$ cat config.mk
export PLATFORM = sky130hd
export DESIGN_NAME = capref_timer
export DESIGN_NICKNAME = d
export VERILOG_FILES = /design/src/rtl/capref_pkg.sv /design/src/rtl/capref_sync_edge.sv /design/src/rtl/capref_counter.sv /design/src/rtl/capref_flags.sv /design/src/rtl/capref_timer.sv
export SDC_FILE = /design/constraint.sdc
export NUM_CORES = 1
export LEC_CHECK = 0
export BUFFER_PORTS_ARGS = -buffer_cell sky130_fd_sc_hd__buf_4
export CAP_MARGIN = 15
export CORE_MARGIN = 2
export CORE_UTILIZATION = 30
export DETAILED_ROUTE_END_ITERATION = 12
export PLACE_DENSITY = 0.46
export SLEW_MARGIN = 0
export SYNTH_ARGS = -nofsm -noshare
export SYNTH_HDL_FRONTEND = slang
export SYNTH_HIERARCHICAL = 1
export SYNTH_SLANG_ARGS = --single-unit
$ cat constraint.sdc
create_clock -name clk -period 2.9 [get_ports clk]
set_input_delay 0.145 -clock clk [delete_from_list [all_inputs] [get_ports clk]]
set_output_delay 0.145 -clock clk [all_outputs]
set_load 0.1 [all_outputs]
$ cat src/rtl/capref_pkg.sv
package capref_pkg;
  localparam int REG_ADDR_W = 2;

  localparam logic [REG_ADDR_W-1:0] ADR_MODE  = 2'd0;
  localparam logic [REG_ADDR_W-1:0] ADR_MATCH = 2'd1;
  localparam logic [REG_ADDR_W-1:0] ADR_CAPT  = 2'd2;
  localparam logic [REG_ADDR_W-1:0] ADR_EVT   = 2'd3;

  localparam int EVB_CAP   = 0;
  localparam int EVB_MATCH = 1;
  localparam int EV_W      = 2;
  localparam int MODE_W    = 4;

  typedef enum logic [1:0] {
    CAPM_OFF  = 2'b00,
    CAPM_RISE = 2'b01,
    CAPM_FALL = 2'b10,
    CAPM_BOTH = 2'b11
  } capm_e;

  typedef struct packed {
    logic  dma_steer;
    logic  match_req_en;
    capm_e capm;
  } mode_t;
endpackage

$ cat src/rtl/capref_sync_edge.sv
module capref_sync_edge #(
  parameter int STAGES = 2
) (
  input  logic clk,
  input  logic rst,
  input  logic din,
  output logic rise_o,
  output logic fall_o
);
  logic [STAGES-1:0] stage_q;
  logic              last_q;

  for (genvar i = 0; i < STAGES; i++) begin : g_stage
    if (i == 0) begin : g_first
      always_ff @(posedge clk) begin
        if (rst) stage_q[0] <= 1'b0;
        else     stage_q[0] <= din;
      end
    end else begin : g_next
      always_ff @(posedge clk) begin
        if (rst) stage_q[i] <= 1'b0;
        else     stage_q[i] <= stage_q[i-1];
      end
    end
  end

  always_ff @(posedge clk) begin
    if (rst) last_q <= 1'b0;
    else     last_q <= stage_q[STAGES-1];
  end

  assign rise_o =  stage_q[STAGES-1] & ~last_q;
  assign fall_o = ~stage_q[STAGES-1] &  last_q;
endmodule

$ cat src/rtl/capref_counter.sv
module capref_counter
  import capref_pkg::*;
#(
  parameter int CNT_W = 32
) (
  input  logic             clk,
  input  logic             rst,
  input  logic             tick_i,
  input  capm_e            capm_i,
  input  logic             rise_i,
  input  logic             fall_i,
  input  logic [CNT_W-1:0] match_i,
  output logic [CNT_W-1:0] cap_val_o,
  output logic             cap_evt_o,
  output logic             match_evt_o
);
  logic [CNT_W-1:0] count_q;
  logic [CNT_W-1:0] count_nx;

  assign count_nx = count_q + CNT_W'(1);

  always_comb begin
    unique case (capm_i)
      CAPM_RISE: cap_evt_o = rise_i;
      CAPM_FALL: cap_evt_o = fall_i;
      CAPM_BOTH: cap_evt_o = rise_i | fall_i;
      default:   cap_evt_o = 1'b0;
    endcase
  end

  assign match_evt_o = tick_i && (count_nx == match_i);

  always_ff @(posedge clk) begin
    if (rst) begin
      count_q   <= '0;
      cap_val_o <= '0;
    end else begin
      if (tick_i)    count_q   <= count_nx;
      if (cap_evt_o) cap_val_o <= count_q;
    end
  end


  cap_hold_chk: assert property (@(posedge clk) disable iff (rst)
    (capm_i == CAPM_OFF) |=> $stable(cap_val_o));
endmodule

$ cat src/rtl/capref_flags.sv
module capref_flags
  import capref_pkg::*;
(
  input  logic            clk,
  input  logic            rst,
  input  logic            cap_evt_i,
  input  logic            match_evt_i,
  input  logic [EV_W-1:0] clr_i,
  input  logic            cap_req_en_i,
  input  logic            match_req_en_i,
  input  logic            dma_steer_i,
  output logic [EV_W-1:0] flags_o,
  output logic            irq_o,
  output logic            dma_o
);
  logic [EV_W-1:0] set_v;
  logic [EV_W-1:0] en_v;
  logic            want;

  assign set_v[EVB_CAP]   = cap_evt_i;
  assign set_v[EVB_MATCH] = match_evt_i;
  assign en_v[EVB_CAP]    = cap_req_en_i;
  assign en_v[EVB_MATCH]  = match_req_en_i;
  assign want             = |(flags_o & en_v);

  always_ff @(posedge clk) begin
    if (rst) begin
      flags_o <= '0;
      irq_o   <= 1'b0;
      dma_o   <= 1'b0;
    end else begin
      flags_o <= set_v | (flags_o & ~clr_i);
      irq_o   <= want & ~dma_steer_i;
      dma_o   <= want &  dma_steer_i;
    end
  end


  cap_set_chk: assert property (@(posedge clk) disable iff (rst)
    cap_evt_i |=> flags_o[EVB_CAP]);

  match_set_chk: assert property (@(posedge clk) disable iff (rst)
    match_evt_i |=> flags_o[EVB_MATCH]);

  cap_clr_chk: assert property (@(posedge clk) disable iff (rst)
    (clr_i[EVB_CAP] && !cap_evt_i) |=> !flags_o[EVB_CAP]);

  req_excl_chk: assert property (@(posedge clk) disable iff (rst)
    !(irq_o && dma_o));

  irq_src_chk: assert property (@(posedge clk) disable iff (rst)
    irq_o |-> $past(|flags_o));
endmodule

$ cat src/rtl/capref_timer.sv
module capref_timer
  import capref_pkg::*;
#(
  parameter int DATA_W      = 32,
  parameter int SYNC_STAGES = 2
) (
  input  logic                  clk,
  input  logic                  rst,
  input  logic                  tick_i,
  input  logic                  cap_i,
  input  logic [REG_ADDR_W-1:0] addr_i,
  input  logic                  wr_en_i,
  input  logic [DATA_W-1:0]     wr_data_i,
  output logic [DATA_W-1:0]     rd_data_o,
  output logic                  irq_o,
  output logic                  dma_o
);
  localparam int CNT_W = DATA_W;

  mode_t            mode_q;
  logic [CNT_W-1:0] match_q;
  logic [CNT_W-1:0] cap_val;
  logic             rise, fall, cap_evt, match_evt;
  logic [EV_W-1:0]  flags, clr;

  always_ff @(posedge clk) begin
    if (rst) begin
      mode_q  <= '0;
      match_q <= '0;
    end else if (wr_en_i) begin
      if (addr_i == ADR_MODE)  mode_q  <= mode_t'(wr_data_i[MODE_W-1:0]);
      if (addr_i == ADR_MATCH) match_q <= wr_data_i;
    end
  end

  assign clr = (wr_en_i && addr_i == ADR_EVT) ? wr_data_i[EV_W-1:0] : '0;

  capref_sync_edge #(.STAGES(SYNC_STAGES)) u_sync (
    .clk(clk), .rst(rst), .din(cap_i), .rise_o(rise), .fall_o(fall)
  );

  capref_counter #(.CNT_W(CNT_W)) u_cnt (
    .clk(clk), .rst(rst), .tick_i(tick_i), .capm_i(mode_q.capm),
    .rise_i(rise), .fall_i(fall), .match_i(match_q),
    .cap_val_o(cap_val), .cap_evt_o(cap_evt), .match_evt_o(match_evt)
  );

  capref_flags u_flags (
    .clk(clk), .rst(rst), .cap_evt_i(cap_evt), .match_evt_i(match_evt),
    .clr_i(clr), .cap_req_en_i(mode_q.capm != CAPM_OFF),
    .match_req_en_i(mode_q.match_req_en), .dma_steer_i(mode_q.dma_steer),
    .flags_o(flags), .irq_o(irq_o), .dma_o(dma_o)
  );

  always_ff @(posedge clk) begin
    if (rst) rd_data_o <= '0;
    else begin
      unique case (addr_i)
        ADR_MODE:  rd_data_o <= {{(DATA_W-MODE_W){1'b0}}, mode_q};
        ADR_MATCH: rd_data_o <= match_q;
        ADR_CAPT:  rd_data_o <= cap_val;
        default:   rd_data_o <= {{(DATA_W-EV_W){1'b0}}, flags};
      endcase
    end
  end


  evt_rsv_chk: assert property (@(posedge clk) disable iff (rst)
    (addr_i == ADR_EVT) |=> (rd_data_o[DATA_W-1:EV_W] == '0));
endmodule

==> key figures <==
Timing
  – Post-route minimum period: 2.683 ns
  – Hold Vio Cnt, Final: 0
  – Final setup violation count: 0
  – Max-slew headroom: 44.37%
  – Max Freq: between 300 and 400 MHz
  – Final Worst Setup Slack: 0.2167 ns
  – Worst-margin pin slew: 0.8300 ns
  – RSZ-0062 raised after global routing: false
  – Setup TNS: 0 ns
  – Fin. max-slew vios: 0
  – Fin crit share: 92.53%
  – Worst Skew: 0.01012 ns

Clock network
  – Setup Buffers After CTS: 0
  – CTS Buf Count: 17
  – Clock tree buffer depth: 2
  – CTS H-tree lvls: 4
  – Worst-path clk slew: 0.06 ns
  – CTS tree: done
  – CTS root buf: clkbuf_16
  – Clock Sinks: 139
  – Worst-skew pair later-pin latency: 0.42 ns

Place
  – Hpwl dp: 12130 um
  – Dpl ws: around 0.063 ns
  – IO Port Bufs: 72
  – Routability Congestion: 0.8539

Logic synthesis
  – Share of the synthesized area in the top cell type: 44.21%
  – Synth Register Bits: about 140
  – Synth top cells by count: 157 x nand2_1, 139 x dfxtp_1, 78 x nor2_1
  – Synth Instances: 751
  – Synth area leaders: dfxtp_1 44%, nand2_1 9.4%, xnor2_1 6.0%, a21oi_1 6.0%, nor2_1 4.7%
  – Synth cell types: 61
  – Cell area after synthesis: 0.006294 sq mm
  – Ys flop type: dfxtp_1
  – Area leader, netlist: dfxtp_1
  – Average cell area after synthesis: 8.380 sq um
  – Count leader, synth: nand2_1
  – Share of flip-flops with an asynchronous set or reset: 0%
  – Syn_nets: a little under 800
  – Sequential fraction of the synthesis area: 44.21%
  – Synth warn: 6
  – Post-synth EDFFs: 0

Setup path
  – CP required: 3.25 ns
  – Crit path DAT: 3.03 ns
  – Critical path endpoint category: flop
  – Critical path type: flop to flop
  – Setup crit start kind: flop
  – Max FO, Critical Path: 7

Min path
  – Hold crit path type: input pin to flop

Cells and area
  – Synth-to-layout area growth: 28.03%
  – Antenna fix cells: 0
  – Final nets: 881
  – Share of layout cells above drive strength 1: 17.80%
  – Fill cells: 2136

Drt
  – Wire length per cell: 15.35 um
  – DRT iter0 DRCs: 234
  – Via count: 5346
  – TritonRoute pass-1 iters: 4
  – # DRC: 0
  – Post-DRT Antenna Nets: 0
  – Vias per Instance: approximately 4.8
  – Total wire length: 17260 um

Pwr
  – Leakage: 2.929 nW
  – PwrDens: 577.5 mW/mm^2
  – VDD IR max: 0.3337 mV

Global routing
  – Initial antenna violation count: 0
  – GRT Total Usage: between 10% and 20%
  – Vias in the first global route: 5468
  – Layer with the highest usage: met2
  – M1 GR Usage: 21.69%
  – Met3 Use GR: under 10%
  – Overflow after GRT: 0
  – Largest net degree at the start of global routing: 78
  – Met2 usage: 26.99%
  – First-pass GRT wire length: roughly 28000 um

Die
  – Row cnt: 52
  – Die Footprint: between 0.02 and 0.025 sq mm
  – Ports: 73
  – Initial Util: 30.81%
  – Die Y: 148.8 um
  – Die Wd: ~150 um
  – Core box area: ~0.020 sq mm

Run
  – Max-Cap Viols: 0

Status
  – Status: finished, final reports clean
[critical path, stage by stage, from the launching register on]
cell,delay [ns]
dfxtp_1,0.44
ha_2,0.30
and3_1,0.23
and3_2,0.31
and3_1,0.20
mux2i_1,0.20
nor3b_1,0.27
nand4_1,0.17
nor4_2,0.31
inv_1,0.07
a21oi_1,0.11
[final timing paths]
kind                                         from            endpoint  slack (ns)  cells past startpoint
worst max register to register   u_cnt/count_q[1]  u_flags/flags_o[1]        0.22                     10
worst min-delay path                    addr_i[1]        rd_data_o[3]        0.05                      2
worst max-delay path             u_cnt/count_q[1]  u_flags/flags_o[1]        0.22                     10
worst min register to register  u_sync/stage_q[0]   u_sync/stage_q[1]        0.44                      1
[metal layers]
metal	routed length [um]	up-vias
met5	0	-
li1	-	2706
met2	8248	76
met4	135	0
met3	519	10
met1	8353	2554
[cell families after synthesis]
logic type / synth area share (%)
buffers and inverters: 4.970
DFF: 44.21
muxes: 1.730
AOI/OAI and AO/OA: 12.76
xor gates and xnor gates: 10.44
adders and majority gates: 0.1988
and+or+nand+nor: 25.69
[power by group]
part	leakage, nW	switching [mW]	internal (mW)
Sequential	1.12	0.0252	1.94
Combinational	1.50	0.176	0.133
Clock	0.303	0.853	1.53
[sequential cells by signal (all words and copies together) (netlist names)]
signal and flops:
u_cnt/cap_val_o 32, u_flags/dma_o 1, u_flags/flags_o 2, u_flags/irq_o 1, u_sync/stage_q 2, u_cnt/count_q 32
u_sync/last_q 1, mode_q 4, rd_data_o 32, match_q 32
[final cells by class]
class	count	area [sq um]	share of cell area (%)
clock buffers	18	429.2	5.326
clock inverters	14	220.2	2.733
inverters	10	37.54	0.4658
multi-input cells	549	3211	39.84
flip-flops and latches	139	2784	34.55
well taps	270	337.8	4.193
repair buffers	124	1039	12.89
[timing repair]
| item | CTS | global route |
|---|---|---|
| hold endpoints to repair | 37 | 0 |
| setup endpoints to repair | 0 | 1 |
| resized for setup | 0 | 4 |
| hold buffers | 33 | 0 |
[stage by stage]
stage / area (sq um) / util [%] / hold WS (ns) / power, mW / instances
4_1_cts: 8051 / 39.41 / 0.02814 / 4.730 / 1124
2_1_floorplan: 6294 / - / 0.2141 / 2.177 / 751
5_1_grt: 8058 / 39.44 / 0.04883 / 4.843 / 1124
6_report: 8058 / 39.44 / 0.05495 / 4.653 / 1124
3_5_place_dp: 7072 / 34.62 / 0.3605 / 2.280 / 1059
3_3_place_gp: 7072 / 34.62 / 0.3661 / 2.277 / 1059
[layout by cell type (no fill, tap or decap), types with 17 or more instances in the layout]
master	instances
a21oi_1	75
a22oi_1	28
buf_4	89
clkbuf_16	17
dfxtp_1	138
dlygate4sd3_1	33
nand2_1	157
nor2_1	78
xnor2_1	43
xor2_1	32
(Power assumes the default switching activity.)
